**src/rtl/twr_pkg.sv**
```systemverilog
// Shared types for the two-wire register slave.
// Assumes: byte-oriented bus, 8-bit registers.
package twr_pkg;
    localparam int BYTE_W = 8;

    typedef enum logic [2:0] {
        ST_IDLE,
        ST_ADDR,
        ST_ADDR_ACK,
        ST_WR_BYTE,
        ST_WR_ACK,
        ST_RD_BYTE,
        ST_RD_ACK
    } twr_state_e;
endpackage

```
**src/rtl/twr_line_sync.sv**
```systemverilog
// Multi-flop synchronizer for one asynchronous bus line.
// Assumes STAGES >= 2; resets to the idle (high) bus level.
module twr_line_sync #(
    parameter int   STAGES  = 2,
    parameter logic RST_VAL = 1'b1
) (
    input  logic clk,
    input  logic rst_n,
    input  logic d_i,
    output logic q_o
);
    logic [STAGES-1:0] chain_q;

    // Shift the raw level through the flop chain.
    always_ff @(posedge clk) begin
        if (!rst_n) chain_q <= {STAGES{RST_VAL}};
        else        chain_q <= {chain_q[STAGES-2:0], d_i};
    end

    assign q_o = chain_q[STAGES-1];
endmodule

```
**src/rtl/twr_bus_events.sv**
```systemverilog
// Turns synchronized SCL/SDA levels into edge and START/STOP events.
// Assumes both inputs pass through synchronizers of the same depth.
module twr_bus_events (
    input  logic clk,
    input  logic rst_n,
    input  logic scl_i,
    input  logic sda_i,
    output logic scl_o,
    output logic sda_o,
    output logic scl_rise_o,
    output logic scl_fall_o,
    output logic start_o,
    output logic stop_o
);
    logic scl_q, sda_q;

    // Remember the previous level of each line.
    always_ff @(posedge clk) begin
        if (!rst_n) begin
            scl_q <= 1'b1;
            sda_q <= 1'b1;
        end else begin
            scl_q <= scl_i;
            sda_q <= sda_i;
        end
    end

    // Decode the events from the old and new levels.
    always_comb begin
        scl_o      = scl_i;
        sda_o      = sda_i;
        scl_rise_o = scl_i & ~scl_q;
        scl_fall_o = ~scl_i & scl_q;
        start_o    = scl_i & scl_q & sda_q & ~sda_i;
        stop_o     = scl_i & scl_q & ~sda_q & sda_i;
    end
endmodule

```
**src/rtl/twr_reg_slave.sv**
```systemverilog
// Two-wire bus slave that reaches a register bank through a pointer.
// Assumes clk is at least 8x SCL and the register port returns read
// data one clk after reg_re_o. No clock stretching.
module twr_reg_slave #(
    parameter int         ADDR_W      = 8,
    parameter int         SYNC_STAGES = 2,
    parameter logic [4:0] DEV_ADDR_HI = 5'b01011
) (
    input  logic                     clk,
    input  logic                     rst_n,
    input  logic                     scl_i,
    input  logic                     sda_i,
    output logic                     sda_pd_o,
    input  logic [1:0]               addr_sel_i,
    output logic [ADDR_W-1:0]        reg_addr_o,
    output logic [twr_pkg::BYTE_W-1:0] reg_wdata_o,
    output logic                     reg_we_o,
    output logic                     reg_re_o,
    input  logic [twr_pkg::BYTE_W-1:0] reg_rdata_i
);
    import twr_pkg::*;

    localparam int CNT_W = $clog2(BYTE_W + 1);
    localparam logic [CNT_W-1:0] CNT_FULL = CNT_W'(BYTE_W);

    logic [1:0] raw_lines, sync_lines;
    logic       scl_lvl, sda_lvl, scl_rise, scl_fall, start_evt, stop_evt;

    twr_state_e         state_q;
    logic [CNT_W-1:0]   cnt_q;
    logic [BYTE_W-1:0]  shreg_q, tx_q, wdata_q;
    logic [ADDR_W-1:0]  ptr_q;
    logic [1:0]         byte_idx_q;
    logic               rw_q, pd_q, we_q, re_q;
    logic [6:0]         own_addr;

    assign raw_lines = {sda_i, scl_i};
    assign own_addr  = {DEV_ADDR_HI, addr_sel_i};

    // One synchronizer per bus line.
    for (genvar g = 0; g < 2; g++) begin : g_sync
        twr_line_sync #(.STAGES(SYNC_STAGES), .RST_VAL(1'b1)) u_sync (
            .clk   (clk),
            .rst_n (rst_n),
            .d_i   (raw_lines[g]),
            .q_o   (sync_lines[g])
        );
    end

    twr_bus_events u_evt (
        .clk        (clk),
        .rst_n      (rst_n),
        .scl_i      (sync_lines[0]),
        .sda_i      (sync_lines[1]),
        .scl_o      (scl_lvl),
        .sda_o      (sda_lvl),
        .scl_rise_o (scl_rise),
        .scl_fall_o (scl_fall),
        .start_o    (start_evt),
        .stop_o     (stop_evt)
    );

    // Transaction sequencer: shifts bits, acks, loads pointer, moves data.
    always_ff @(posedge clk) begin
        if (!rst_n) begin
            state_q    <= ST_IDLE;
            cnt_q      <= '0;
            shreg_q    <= '0;
            tx_q       <= '0;
            wdata_q    <= '0;
            ptr_q      <= '0;
            byte_idx_q <= '0;
            rw_q       <= 1'b0;
            pd_q       <= 1'b0;
            we_q       <= 1'b0;
            re_q       <= 1'b0;
        end else begin
            we_q <= 1'b0;
            re_q <= 1'b0;
            if (start_evt) begin
                state_q <= ST_ADDR;
                cnt_q   <= '0;
                pd_q    <= 1'b0;
            end else if (stop_evt) begin
                state_q <= ST_IDLE;
                pd_q    <= 1'b0;
            end else begin
                case (state_q)
                    ST_ADDR: begin
                        if (scl_rise) begin
                            shreg_q <= {shreg_q[BYTE_W-2:0], sda_lvl};
                            cnt_q   <= cnt_q + 1'b1;
                        end else if (scl_fall && cnt_q == CNT_FULL) begin
                            if (shreg_q[BYTE_W-1:1] == own_addr) begin
                                pd_q       <= 1'b1;
                                rw_q       <= shreg_q[0];
                                re_q       <= shreg_q[0];
                                byte_idx_q <= '0;
                                state_q    <= ST_ADDR_ACK;
                            end else begin
                                state_q <= ST_IDLE;
                            end
                        end
                    end
                    ST_ADDR_ACK: begin
                        if (scl_fall) begin
                            cnt_q <= '0;
                            if (rw_q) begin
                                tx_q    <= reg_rdata_i;
                                pd_q    <= ~reg_rdata_i[BYTE_W-1];
                                state_q <= ST_RD_BYTE;
                            end else begin
                                pd_q    <= 1'b0;
                                state_q <= ST_WR_BYTE;
                            end
                        end
                    end
                    ST_WR_BYTE: begin
                        if (scl_rise) begin
                            shreg_q <= {shreg_q[BYTE_W-2:0], sda_lvl};
                            cnt_q   <= cnt_q + 1'b1;
                        end else if (scl_fall && cnt_q == CNT_FULL) begin
                            pd_q    <= 1'b1;
                            state_q <= ST_WR_ACK;
                            if (byte_idx_q == 2'd0) begin
                                ptr_q <= shreg_q[ADDR_W-1:0];
                            end else if (byte_idx_q == 2'd1) begin
                                wdata_q <= shreg_q;
                                we_q    <= 1'b1;
                            end
                            if (byte_idx_q != 2'd2) byte_idx_q <= byte_idx_q + 1'b1;
                        end
                    end
                    ST_WR_ACK: begin
                        if (scl_fall) begin
                            pd_q    <= 1'b0;
                            cnt_q   <= '0;
                            state_q <= ST_WR_BYTE;
                        end
                    end
                    ST_RD_BYTE: begin
                        if (scl_rise) begin
                            cnt_q <= cnt_q + 1'b1;
                        end else if (scl_fall) begin
                            if (cnt_q == CNT_FULL) begin
                                pd_q    <= 1'b0;
                                re_q    <= 1'b1;
                                state_q <= ST_RD_ACK;
                            end else begin
                                tx_q <= {tx_q[BYTE_W-2:0], 1'b0};
                                pd_q <= ~tx_q[BYTE_W-2];
                            end
                        end
                    end
                    ST_RD_ACK: begin
                        if (scl_rise) begin
                            shreg_q <= {shreg_q[BYTE_W-2:0], sda_lvl};
                        end else if (scl_fall) begin
                            if (!shreg_q[0]) begin
                                tx_q    <= reg_rdata_i;
                                pd_q    <= ~reg_rdata_i[BYTE_W-1];
                                cnt_q   <= '0;
                                state_q <= ST_RD_BYTE;
                            end else begin
                                state_q <= ST_IDLE;
                            end
                        end
                    end
                    default: state_q <= ST_IDLE;
                endcase
            end
        end
    end

    assign sda_pd_o    = pd_q;
    assign reg_addr_o  = ptr_q;
    assign reg_wdata_o = wdata_q;
    assign reg_we_o    = we_q;
    assign reg_re_o    = re_q;
endmodule

```
**config.mk**
```make
export PLATFORM = sky130hd
export DESIGN_NAME = twr_reg_slave
export DESIGN_NICKNAME = d
export VERILOG_FILES = /design/src/rtl/twr_pkg.sv /design/src/rtl/twr_line_sync.sv /design/src/rtl/twr_bus_events.sv /design/src/rtl/twr_reg_slave.sv
export SDC_FILE = /design/constraint.sdc
export NUM_CORES = 1
export LEC_CHECK = 0
export CELL_PAD_IN_SITES_DETAIL_PLACEMENT = 1
export CELL_PAD_IN_SITES_GLOBAL_PLACEMENT = 2
export CORE_MARGIN = 10
export CORE_UTILIZATION = 33
export DETAILED_ROUTE_END_ITERATION = 16
export PLACE_DENSITY_LB_ADDON = 0.05
export SYNTH_ARGS = -nofsm -noshare
export SYNTH_HDL_FRONTEND = slang
export SYNTH_SLANG_ARGS = --single-unit
```
**constraint.sdc**
```tcl
create_clock -name clk -period 2.7 [get_ports clk]
set_input_delay 0.54 -clock clk [delete_from_list [all_inputs] [get_ports clk]]
set_output_delay 0.54 -clock clk [all_outputs]
set_load 0.005 [all_outputs]
```
==> impl_metrics.toml <==
[global_route]
grt-ovfl-total = 0
antenna_found_initial = 0
grt_start_max_net_pins = 35
grt_pass1_wl_mm = 10.2
grt_use_total_pct = 11.1
grt_pass1_vias = 2020

[finish]
drive_gt1_share_pct = 8.61
antenna_cells = 0
nFillCells = 818
seq_area_mm2 = 0.00100
fin_area_mm2 = 0.00290
area_growth_pct = 22.8
multiInputGateArea_mm2 = 0.00126
nNetsFinal = 321

[sta]
worstMarginPinSlew_ns = 0.484
rsz0062_at_grt = "no"
hold_viol = 0
setup_viol_count_final = 0
fin_tns_setup_ns = 0
slew_violations = 0
period_needed_ns = 2.12
fin_crit_sh_pct = 78.4
fin_worst_skew_ns = 0.00367
relSlewSlack_pct = 67.4
max_clock_freq_ghz = 0.472

[die]
core_mm2 = 0.00687
fp.dieW_um = 105
die_area_mm2 = 0.0109
ioPinCount = 33
rows = 30
initial_utilization_pct = 34.4
die_h_um = 105

[flow_run]
maxCapViolCount = 0

[placement]
port_buffers = 32
place_area_mm2 = 0.00282
dp_hpwl_mm = 4.31
gp_congestion = 0.749

[yosys]
synth_top_area_share_pct = 42.4
synth_cell_types = 53
ys.flop_type = "dfxtp_1"
yosys.area.top_type = "dfxtp_1"
synth_edf_count = 0
postSynthAreaPerCell_um2 = 8.78
synth_area_leaders = "dfxtp_1 (42%), mux2i_1 (11%), nor2_1 (6.8%)"
syn_area_mm2 = 0.00236
synth_most_common_cell = "dfxtp_1"
yosysWarnings = 0
ys_top_cells_by_count = "dfxtp_1 (50), nor2_1 (43), mux2i_1 (27)"
syn_nets = 288
yosysSeqAreaShare_pct = 42.4
syn_inst = 269
ys_async_sr_fraction_pct = 0
ys_seq_elements = 50

[setup_path]
critPathRequiredTime_ns = 2.92
worst-path-max-fanout = 14
path_class = "reg -> reg"
start_kind = "register"
cp.arrival_ns = 2.34
cp-end-kind = "register"

[drt]
route.detailed.drc = 0
via_per_inst = 5.02
drt-total-wl_mm = 6.09
drtPass1Iterations = 4
ant_nets = 0
wl_per_cell_um = 15.3
vias = 1996
drt_iter0_markers = 53

[clocking]
clkLatencyLatePin_ns = 0.31
cts_tree = "done"
ctsResizeCount = 0
clockBufferDepth = 2
clkTransAtPathRegs_ns = 0.10
ctsHtreeMaxLevel = 2
cts_root_buffer = "clkbuf_8"
cts_made_buffers = 5
postCtsSetupRepairBufs = 0
postCtsHoldBufs = 0
cts_sinks = 50

[outcome]
outcome = "finished clean"

[power_and_ir_drop]
power.density_mw_per_mm2 = 435
ir_drop_mv = 0.183
p_leak_nw = 1.07

[hold_path]
min_path_type = "reg -> reg"
-- final timing paths --
kind | from | end | slack, ns | cells after the start
worst min-delay path | g_sync[0].u_sync.chain_q[0] | g_sync[0].u_sync.chain_q[1] | 0.42 | 1
worst min register to register | g_sync[0].u_sync.chain_q[0] | g_sync[0].u_sync.chain_q[1] | 0.42 | 1
worst max-delay path | u_evt.scl_q | tx_q[2] | 0.58 | 6
worst max register to register | u_evt.scl_q | tx_q[2] | 0.58 | 6
-- final cells by class --
type | count | area share (%)
clock buffer | 5 | 2.37
multi-input combinational | 194 | 43.5
clock inverter | 2 | 0.518
timing repair buffer | 43 | 13.9
sequential | 50 | 34.5
inverter | 8 | 1.04
tap | 96 | 4.14
-- per-layer routing --
layer  GRT usage (%)  part of all wire, %
met1            14.7                   49
met5               0                    0
met2            16.3                   44
met4            3.82                  1.3
met3            3.99                  6.0
-- state kept, by name (all words and copies together), names as in the netlist, 2 cells and up --
name / flops
reg_addr_o: 8
reg_wdata_o: 8
shreg_q: 8
tx_q: 7
cnt_q: 4
g_sync.u_sync.chain_q: 4
state_q: 3
byte_idx_q: 2
-- through the flow --
step | hold WS, ns | utilization, % | power (mW) | cells | worst slack [ns]
after detailed placement | 0.397 | 41.0 | 0.835 | 391 | 0.583
after global routing | 0.452 | 42.2 | 1.32 | 398 | 0.386
after CTS | 0.418 | 42.2 | 1.28 | 398 | 0.622
after floorplan | 0.386 | - | 0.800 | 269 | 0.805
final | 0.416 | 42.2 | 1.26 | 398 | 0.583
after global placement | 0.392 | 41.0 | 0.836 | 391 | 0.560
-- cell families after synthesis --
group	count (synthesis)	synth area share [%]
simple gates	111	22.9
flops	50	42.4
compound gates	48	15.1
mux	27	11.4
buf+inv	25	4.45
fa+ha+maj	5	2.65
xor+xnor	3	1.11
-- placed cells by master, fill, tap and decap left out, types with 7 or more instances in the layout --
cell,count
a21oi_1,13
buf_4,11
clkdlybuf4s50_1,32
dfxtp_1,50
mux2i_1,27
nand2_1,16
nand2b_1,11
nand3_1,14
nor2_1,43
nor2b_1,7
-- power breakdown --
group | switching (mW) | leakage (nW) | internal, mW | total [mW]
Clock | 0.267 | 0.0362 | 0.178 | 0.444
Sequential | 0.00497 | 0.404 | 0.741 | 0.746
Combinational | 0.0367 | 0.626 | 0.0343 | 0.0710
-- critical path, stage by stage, from the launching register on --
cell,delay (ns)
dfxtp_1,0.49
nand2b_1,0.31
a22o_1,0.29
a222oi_1,0.36
buf_4,0.27
nor2_1,0.06
a311oi_1,0.24
No activity file was read; power rests on OpenSTA's default activity.
